==> src/rtl/cmp_pwm_timer.sv <==
module cmp_pwm_timer #(
  parameter int CW = 32,
  parameter int DW = 3,
  parameter int AW = 3
) (
  input  logic          clk,
  input  logic          rst_n,
  input  logic          bus_we,
  input  logic [AW-1:0] bus_addr,
  input  logic [CW-1:0] bus_wdata,
  output logic [CW-1:0] bus_rdata,
  output logic          irq,
  output logic          pwm_out
);

  localparam int NPOST = 5;
  localparam int PSW   = 1 << DW;
  localparam int B_DIV = 3;
  localparam int B_CEN = 3 + DW;
  localparam int B_IDL = 4 + DW;
  localparam int B_TM  = 5 + DW;
  localparam int B_TGL = 7 + DW;
  localparam int CTLW  = 8 + DW;

  localparam logic [AW-1:0] A_CTRL = AW'(0);
  localparam logic [AW-1:0] A_CNT  = AW'(1);
  localparam logic [AW-1:0] A_LOAD = AW'(2);
  localparam logic [AW-1:0] A_TRIG = AW'(3);
  localparam logic [AW-1:0] A_MTCH = AW'(4);
  localparam logic [AW-1:0] A_STAT = AW'(5);
  localparam logic [AW-1:0] A_IEN  = AW'(6);
  localparam logic [AW-1:0] A_PEND = AW'(7);

  logic [NPOST-1:0] wsel, pa, pb, pend;
  logic [CW-1:0]    stg [NPOST];
  logic [CTLW-1:0]  ctl;
  logic [CW-1:0]    cnt, ld, mt, step_val;
  logic [PSW-1:0]   psc, lim;
  logic [PSW:0]     lim_w;
  logic [1:0]       st, ien, clr;
  logic             tick, full, ovf_ev, match_ev, trg_ev, active;
  logic             pls_q, tog_q;

  logic          run, ar, pre, cen, idl, tgl;
  logic [DW-1:0] div;
  logic [1:0]    tmode;

  assign run   = ctl[0];
  assign ar    = ctl[1];
  assign pre   = ctl[2];
  assign div   = ctl[B_DIV +: DW];
  assign cen   = ctl[B_CEN];
  assign idl   = ctl[B_IDL];
  assign tmode = ctl[B_TM +: 2];
  assign tgl   = ctl[B_TGL];

  always_comb begin
    for (int i = 0; i < NPOST; i++) wsel[i] = bus_we && (bus_addr == AW'(i));
  end

  assign pend = pa | pb;

  always_ff @(posedge clk or negedge rst_n) begin
    if (!rst_n) begin
      pa <= '0;
      pb <= '0;
      for (int i = 0; i < NPOST; i++) stg[i] <= '0;
    end else begin
      pa <= wsel;
      pb <= pa;
      for (int i = 0; i < NPOST; i++) if (wsel[i]) stg[i] <= bus_wdata;
    end
  end

  assign lim_w = ({{PSW{1'b0}}, 1'b1} << ({1'b0, div} + 1'b1)) - 1'b1;
  assign lim   = lim_w[PSW-1:0];

  assign tick     = run && (!pre || psc == lim);
  assign full     = &cnt;
  assign step_val = full ? (ar ? ld : '0) : cnt + 1'b1;
  assign ovf_ev   = tick && full;
  assign match_ev = cen && tick && (step_val == mt);

  always_ff @(posedge clk or negedge rst_n) begin
    if (!rst_n) psc <= '0;
    else if (!run || !pre || psc == lim) psc <= '0;
    else psc <= psc + 1'b1;
  end

  always_ff @(posedge clk or negedge rst_n) begin
    if (!rst_n) ctl <= '0;
    else if (pb[0]) ctl <= stg[0][CTLW-1:0];
    else if (ovf_ev && !ar) ctl[0] <= 1'b0;
  end

  always_ff @(posedge clk or negedge rst_n) begin
    if (!rst_n) begin
      cnt <= '0;
      ld  <= '0;
      mt  <= '0;
    end else begin
      if (pb[1]) cnt <= stg[1];
      else if (pb[3]) cnt <= ld;
      else if (tick) cnt <= step_val;
      if (pb[2]) ld <= stg[2];
      if (pb[4]) mt <= stg[4];
    end
  end

  assign clr = (bus_we && bus_addr == A_STAT) ? bus_wdata[1:0] : 2'b00;

  always_ff @(posedge clk or negedge rst_n) begin
    if (!rst_n) begin
      st  <= '0;
      ien <= '0;
    end else begin
      st <= (st & ~clr) | {ovf_ev, match_ev};
      if (bus_we && bus_addr == A_IEN) ien <= bus_wdata[1:0];
    end
  end

  assign irq = |(st & ien);

  assign active = run && (tmode == 2'd1 || tmode == 2'd2);
  assign trg_ev = (tmode == 2'd1 && ovf_ev) || (tmode == 2'd2 && (ovf_ev || match_ev));

  always_ff @(posedge clk or negedge rst_n) begin
    if (!rst_n) begin
      pls_q <= 1'b0;
      tog_q <= 1'b0;
    end else begin
      pls_q <= trg_ev;
      tog_q <= active ? (tog_q ^ trg_ev) : 1'b0;
    end
  end

  assign pwm_out = active ? (idl ^ (tgl ? tog_q : pls_q)) : idl;

  always_comb begin
    case (bus_addr)
      A_CTRL:  bus_rdata = CW'(ctl);
      A_CNT:   bus_rdata = cnt;
      A_LOAD:  bus_rdata = ld;
      A_TRIG:  bus_rdata = '0;
      A_MTCH:  bus_rdata = mt;
      A_STAT:  bus_rdata = CW'(st);
      A_IEN:   bus_rdata = CW'(ien);
      A_PEND:  bus_rdata = CW'(pend);
      default: bus_rdata = '0;
    endcase
  end

  AST_PEND_RAISE: assert property (@(posedge clk) disable iff (!rst_n)
    (|wsel) |=> ((pend & $past(wsel)) == $past(wsel)));
  AST_PEND_DROP: assert property (@(posedge clk) disable iff (!rst_n)
    (pb[2] && !pa[2] && !wsel[2]) |=> !pend[2]);
  AST_CNT_HOLD: assert property (@(posedge clk) disable iff (!rst_n)
    (!run && !pb[1] && !pb[3]) |=> $stable(cnt));
  AST_ONESHOT_STOP: assert property (@(posedge clk) disable iff (!rst_n)
    (ovf_ev && !ar && !pb[0]) |=> !run);
  AST_MATCH_SRC: assert property (@(posedge clk) disable iff (!rst_n)
    $rose(st[0]) |-> $past(match_ev));
  AST_W1C: assert property (@(posedge clk) disable iff (!rst_n)
    (clr[1] && !ovf_ev) |=> !st[1]);
  AST_IDLE_LEVEL: assert property (@(posedge clk) disable iff (!rst_n)
    (!run || tmode == 2'd0 || tmode == 2'd3) |-> (pwm_out == idl));

endmodule

==> config.mk <==
export PLATFORM = sky130hd
export DESIGN_NAME = cmp_pwm_timer
export DESIGN_NICKNAME = d
export VERILOG_FILES = /design/src/rtl/cmp_pwm_timer.sv
export SDC_FILE = /design/constraint.sdc
export NUM_CORES = 1
export LEC_CHECK = 0
export BUFFER_PORTS_ARGS = -buffer_cell sky130_fd_sc_hd__buf_2
export CAP_MARGIN = 20
export CORE_ASPECT_RATIO = 0.6
export CORE_MARGIN = 3
export CORE_UTILIZATION = 30
export CTS_CLUSTER_DIAMETER = 200
export CTS_CLUSTER_SIZE = 40
export DETAILED_ROUTE_END_ITERATION = 8
export GPL_TIMING_DRIVEN = 0
export PLACE_DENSITY = 0.52
export SETUP_SLACK_MARGIN = 0.2
export SLEW_MARGIN = 20
export SYNTH_ARGS = -nofsm -noshare
export SYNTH_HDL_FRONTEND = slang
export SYNTH_SLANG_ARGS = --single-unit
==> constraint.sdc <==
create_clock -name clk -period 3.1 [get_ports clk]
set_clock_uncertainty 0.05 [all_clocks]
set_input_delay 0.62 -clock clk [delete_from_list [all_inputs] [get_ports clk]]
set_output_delay 0.62 -clock clk [all_outputs]
set_load 0.01 [all_outputs]
======== Word level (Yosys, flattened, before mapping) ========
Cells that the tools add are included.
W data, S select, Z words.
storage, ports and cells
  memory bits (writable) .................. 0
  word-level logic and storage cells ...... 81
  output and inout port bits .............. 34
  latch bits .............................. 0
  input port bits ......................... 38
  memories kept ........................... 0
  ROM bits ................................ 0
  register bits after elaboration ......... 238
operators by class
  equality and inequality tests ........... 11
  magnitude comparators ................... 0
  $add $sub $neg .......................... 4
  multiply operators ...................... 0
  reductions and logical operators ........ 29
  muxes and demuxes ....................... 13
  div/mod/pow operators ................... 0
  bitwise logic cells ..................... 7
  shift-type cells ........................ 1
operator list
  operator                 number
  $pmux W32 S8             1
  $mux W32                 5
  $add A32 B1 Y32 const B  1
  $eq A32 B32 Y1           1
  $reduce_and A32 Y1       1
  $logic_and A1 B1 Y1      15
  $eq A3 B3 Y1 const B     4
  $add A8 B1 Y8 const B    1
  $eq A8 B8 Y1             1
  $mux W8                  1
  $shl A1 B4 Y8 const A    1
  $sub A8 B1 Y8 const B    1
  $eq A3 B2 Y1 const B     2
  $logic_or A1 B1 Y1       6
  $mux W1                  5
  $or A5 B5 Y5             1
  $add A3 B1 Y4 const B    1
  $and A2 B2 Y2            2
  $eq A3 B1 Y1 const B     1
  $logic_not A1 Y1         3
  $logic_not A3 Y1         1
  $reduce_bool A3 Y1       1
  $eq A2 B1 Y1 const B     1
  $eq A2 B2 Y1 const B     1
  other kinds (6)          7

======== Longest topological paths before layout ========
  depth after elaboration ................. 13
  depth in mapped cells ................... 15
  mapped depth without buffers ............ 12

======== Worst setup path before layout ========
Ideal clock, no wire load.
  kind .................................... register to register
  start ................................... reg ctl[5]
  end ..................................... reg cnt[29]
  path slack .............................. 117 ps
  library setup time ...................... 136 ps
  path buffers ............................ 4
  arrival ................................. 2,797 ps
  stages on the path, launching flop included .. 14
  path through ............................ dfrtp_1 clkbuf_1 inv_1 nand2_1 ha_1 clkbuf_1 xnor2_1 nor3_1 o311a_1 and2_1 clkbuf_1 nor3_1 clkbuf_1 o21ai_0
on the way
  longest elaborated chain between the ends .. 7
ends and longest elaborated chain
  element                       RTL line  source
  start, declared               36        logic [CTLW-1:0] ctl;
  start signal, assigned        92        else if (pb[0]) ctl <= stg[0][CTLW-1:0];
  $add A3 B1 Y4                 75        assign lim_w = ({{PSW{1'b0}}, 1'b1} << ({1'b0, div} + 1'b1)) - 1'b1;
  $shl A1 B4 Y8                 75
  $sub A8 B1 Y8                 75
  $eq A8 B8 Y1                  78        assign tick = run && (!pre || psc == lim);
  $logic_or A1 B1 Y1            78
  $logic_and A1 B1 Y1           78
  $reduce_bool A3 Y1 (no line)  n/a
  end signal, assigned          102       if (pb[1]) cnt <= stg[1];
  end signal, assigned          103       else if (pb[3]) cnt <= ld;
  end signal, assigned          104       else if (tick) cnt <= step_val;
  end, declared                 37        logic [CW-1:0] cnt, ld, mt, step_val;
Every way passes these cells.
A chain may end at the register's enable or synchronous reset.

======== Worst setup path in the final report ========
  start ................................... reg cnt[0]
  end ..................................... reg pls_q
on the way
  longest elaborated chain between the ends .. 7
  elaborated cells on any way between the ends .. 10
  those cells by class .................... add/sub (1); eq/ne (1); mux (1); reduce/logical (7)
ends and longest elaborated chain
  element                                                       RTL line  source
  $add A32 B1 Y32 / $reduce_and A32 Y1 (equally long branches)  80, 79
  $mux W32                                                      80        assign step_val = full ? (ar ? ld : '0) : cnt + 1'b1;
  $eq A32 B32 Y1                                                82        assign match_ev = cen && tick && (step_val == mt);
  $logic_and A1 B1 Y1                                           82
  $logic_or A1 B1 Y1                                            125       assign trg_ev = (tmode == 2'd1 && ovf_ev) || (tmode == 2'd2 && (ovf_ev || match_ev));
  $logic_and A1 B1 Y1                                           125
  $logic_or A1 B1 Y1 (*)                                        125
  named net trg_ev                                              41        logic tick, full, ovf_ev, match_ev, trg_ev, active;
  end signal, assigned                                          132       pls_q <= trg_ev;
  end, declared                                                 42        logic pls_q, tog_q;
Mark *: on every way through the listed nets, which the timed path passes. The rest lies on a longest branch.

==> reports/metrics.yaml <==
dr.pass1.iters: 6
use_met3: 0.0874
post_drt_wl_per_cell_um: 27.2
core_area_um2: 41200
p_per_area_nw_per_um2: 741
switching_power_mw: 4.68
yosysUniqueCellTypes: 80
antenna_left: 0
io_pins: 72
cp-start-kind: "flip-flop"
drc: 0
avgSynthCellArea_um2: 10.3
antenna_found_initial: 3
r2r-end: "pls_q"
status: "finished with violations"
mostFrequentLayoutCell: "dfrtp_1"
async_flop_share: 1.00
clock_latency_ns: 0.52
slew_viol_final: 0
drt-initial-drc-count: 1327
cts_buffers: 9
portBuffers: 69
maxCapViolCount: 0
die-area_um2: 45000
die_w_um: 272
slew_headroom: 0.309
setup_violations: 3
clockPowerShare: 0.136
ys_seq_area_frac: 0.468
grt_pass1_vias: 10500
ys.flop_type: "dfrtp_1"
synth_area_um2: 12700
violations: "hold timing, setup timing"
clk_pin_slew_ns: 0.15
cts_buffer_depth: 3
routabilityCongestion: 0.979
p_sw_frac: 0.411
worst-r2r-setup-slack_ns: -0.14
num_rows: 57
critPathLaunch: "cnt[0]"
critPathKind: "flip-flop to flip-flop"
grt.overflow.total: 0
slowest_stage: "dfrtp_2"
endpoint_kind: "flip-flop"
critPathMaxStageDelay_ns: 0.47
vias_per_cell: 5.64
crit_path_cell_trace: "ha_4 -> and3_4 -> buf_12 -> nand4_4 -> buf_6 -> or3_4 -> buf_4 -> nand2_1 -> mux2i_1 -> nor2_2 -> nor4b_4 -> nand4_1 -> o21ai_1"
finalCritPeriodShare: 1.04
combPwrFrac: 0.423
nets: 1423
dp_slack_ns: -1.26
p_leak_nw: 6.41
synth_cells: 1238
required_ns: 3.50
max_clock_freq_mhz: 309
grt_max_degree: 83
min_period_ns: 3.24
synth_edf_count: 0
power_frac_seq: 0.441
crit_arrival_ns: 3.63
setup_ws_ns: -0.135
busiest_layer: "met1"
r2r_start: "cnt[0]"
worstMarginPinSlew_ns: 1.04
yosys_warnings: 0
clock_sinks: 238
intPower_mw: 6.71
initial_core_util: 0.309
r2r_cells: 13
fill_cells: 4160
cts-root-buf: "clkbuf_16"
drive_gt1_frac: 0.340
grt_usage: 0.231
area_growth_pct: 21.0
syn_nets: 1281
peakVddDrop_mv: 0.430
placed_cell_area_um2: 13800
ctsHoldBuffers: 0
htreeDepth: 1
layout_common_cells: "dfrtp_1, mux2_2, nand2_1, o21ai_0, buf_2"
use_met1: 0.354
hold_class: "input pin to async pin"
finalPower_mw: 11.4
totalWireLength_um: 52800
cts_tree: "done"
rsz0062_at_grt: "true"
grt_pass1_wl_um: 74700
vias: 10900
postLayoutCellArea_um2: 15400
cp_max_fo: 7
hold_ws_ns: -0.00532
met2_usage: 0.303
die_h_um: 165
synth-seq-cells: 238
hold_viol: 2
dpl.hpwl_um: 38800
## repair_timing
action                                  4_1_cts  5_1_grt
gates cloned                                  1        2
gates resized for setup                     161       90
endpoints found under the setup margin       76       62
pin swaps                                    27       22
buffers inserted                             47       10
## per-stage QoR
step                       util  setup TNS [ns]  cells
final                     0.374          -0.283   1940
after global routing      0.374          -0.571   1939
after floorplan               -               0   1238
after detailed placement  0.336          -53.83   1870
after global placement    0.335         -764.26   1867
after CTS                 0.366         -0.0599   1927
## registers in the layout (all words and copies together) (netlist names)
name	flops
cnt	32
ctl	11
ien	2
ld	32
mt	32
pa	5
pb	5
pls_q	1
psc	8
st	2
stg	107
tog_q	1
## area by class of cell
type	count	area, um2	area share
inverter	32	120	0.00781
multi-input combinational	879	6730	0.437
timing repair buffer	132	958	0.0623
antenna	1	2.50	0.000163
buffer	88	668	0.0434
clock buffer	10	239	0.0155
tap	560	701	0.0456
sequential	238	5970	0.388
## Yosys cell counts (4+ instances only)
library cell / n / area (um2)
and4_1: 11 / 96.3
a22oi_1: 27 / 203
xor2_1: 20 / 175
a221oi_1: 4 / 35.0
o21ai_0: 123 / 616
nor4_1: 17 / 106
nand2b_1: 9 / 56.3
mux2i_1: 23 / 230
buf_2: 16 / 80.1
o22ai_1: 11 / 68.8
a21boi_0: 7 / 52.6
ha_1: 5 / 62.6
dfrtp_1: 238 / 5960
a221o_1: 12 / 120
and3_1: 10 / 62.6
a31oi_1: 7 / 43.8
inv_1: 32 / 120
nor2_1: 49 / 184
and2_1: 9 / 56.3
mux2_2: 169 / 1900
nor3_1: 20 / 100
a21oi_1: 35 / 175
a211oi_1: 9 / 67.6
nand4_1: 14 / 87.6
nand2_1: 139 / 522
or3_1: 8 / 50.1
o31a_1: 4 / 35.0
nand3_1: 20 / 100
xnor2_1: 29 / 254
o211ai_1: 12 / 90.1
clkbuf_1: 70 / 263
nor2b_1: 5 / 31.3
## kinds of logic after synthesis
| group | Yosys count | share of synthesized area |
|---|---|---|
| XOR/XNOR | 50 | 0.0355 |
| other | 1 | 0.000295 |
| multiplexers | 194 | 0.171 |
| AO/OA/AOI/OAI | 293 | 0.147 |
| buffers and inverters | 121 | 0.0380 |
| flip-flops | 238 | 0.468 |
| AND/OR/NAND/NOR | 336 | 0.135 |
| adder cells (fa/ha/maj) | 5 | 0.00492 |
## critical path: cells and delay by family, from the launching register on
family / cells / cell delay [ns]
simple gates: 7 / 1.67
buf+inv: 3 / 0.52
flops: 1 / 0.47
fa+ha+maj: 1 / 0.18
compound gates: 1 / 0.18
mux: 1 / 0.08
## layer usage
layer / share of wire / routed length (um)
met1: 0.48 / 25400
met2: 0.38 / 20000
met3: 0.13 / 6660
met4: 0.014 / 747
met5: 0.00034 / 18
## power groups by stage
stage | combinational, mW | clock (mW) | sequential, mW
final | 4.82 | 1.55 | 5.03
after global routing | 5.15 | 1.70 | 5.12
after CTS | 4.46 | 1.60 | 4.96
after detailed placement | 3.81 | 0 | 5.01
after global placement | 3.76 | 0 | 4.99
after floorplan | 2.62 | 0 | 4.55
## worst max-delay path by stage
stage                   end  slack, ns
global placement     mt[26]      -2.96
finish                pls_q      -0.14
floorplan             pls_q       0.22
CTS                   pls_q      -0.05
global route          pls_q      -0.22
detailed placement  cnt[29]      -1.26
Note: power is estimated with default switching activity, not from simulation.
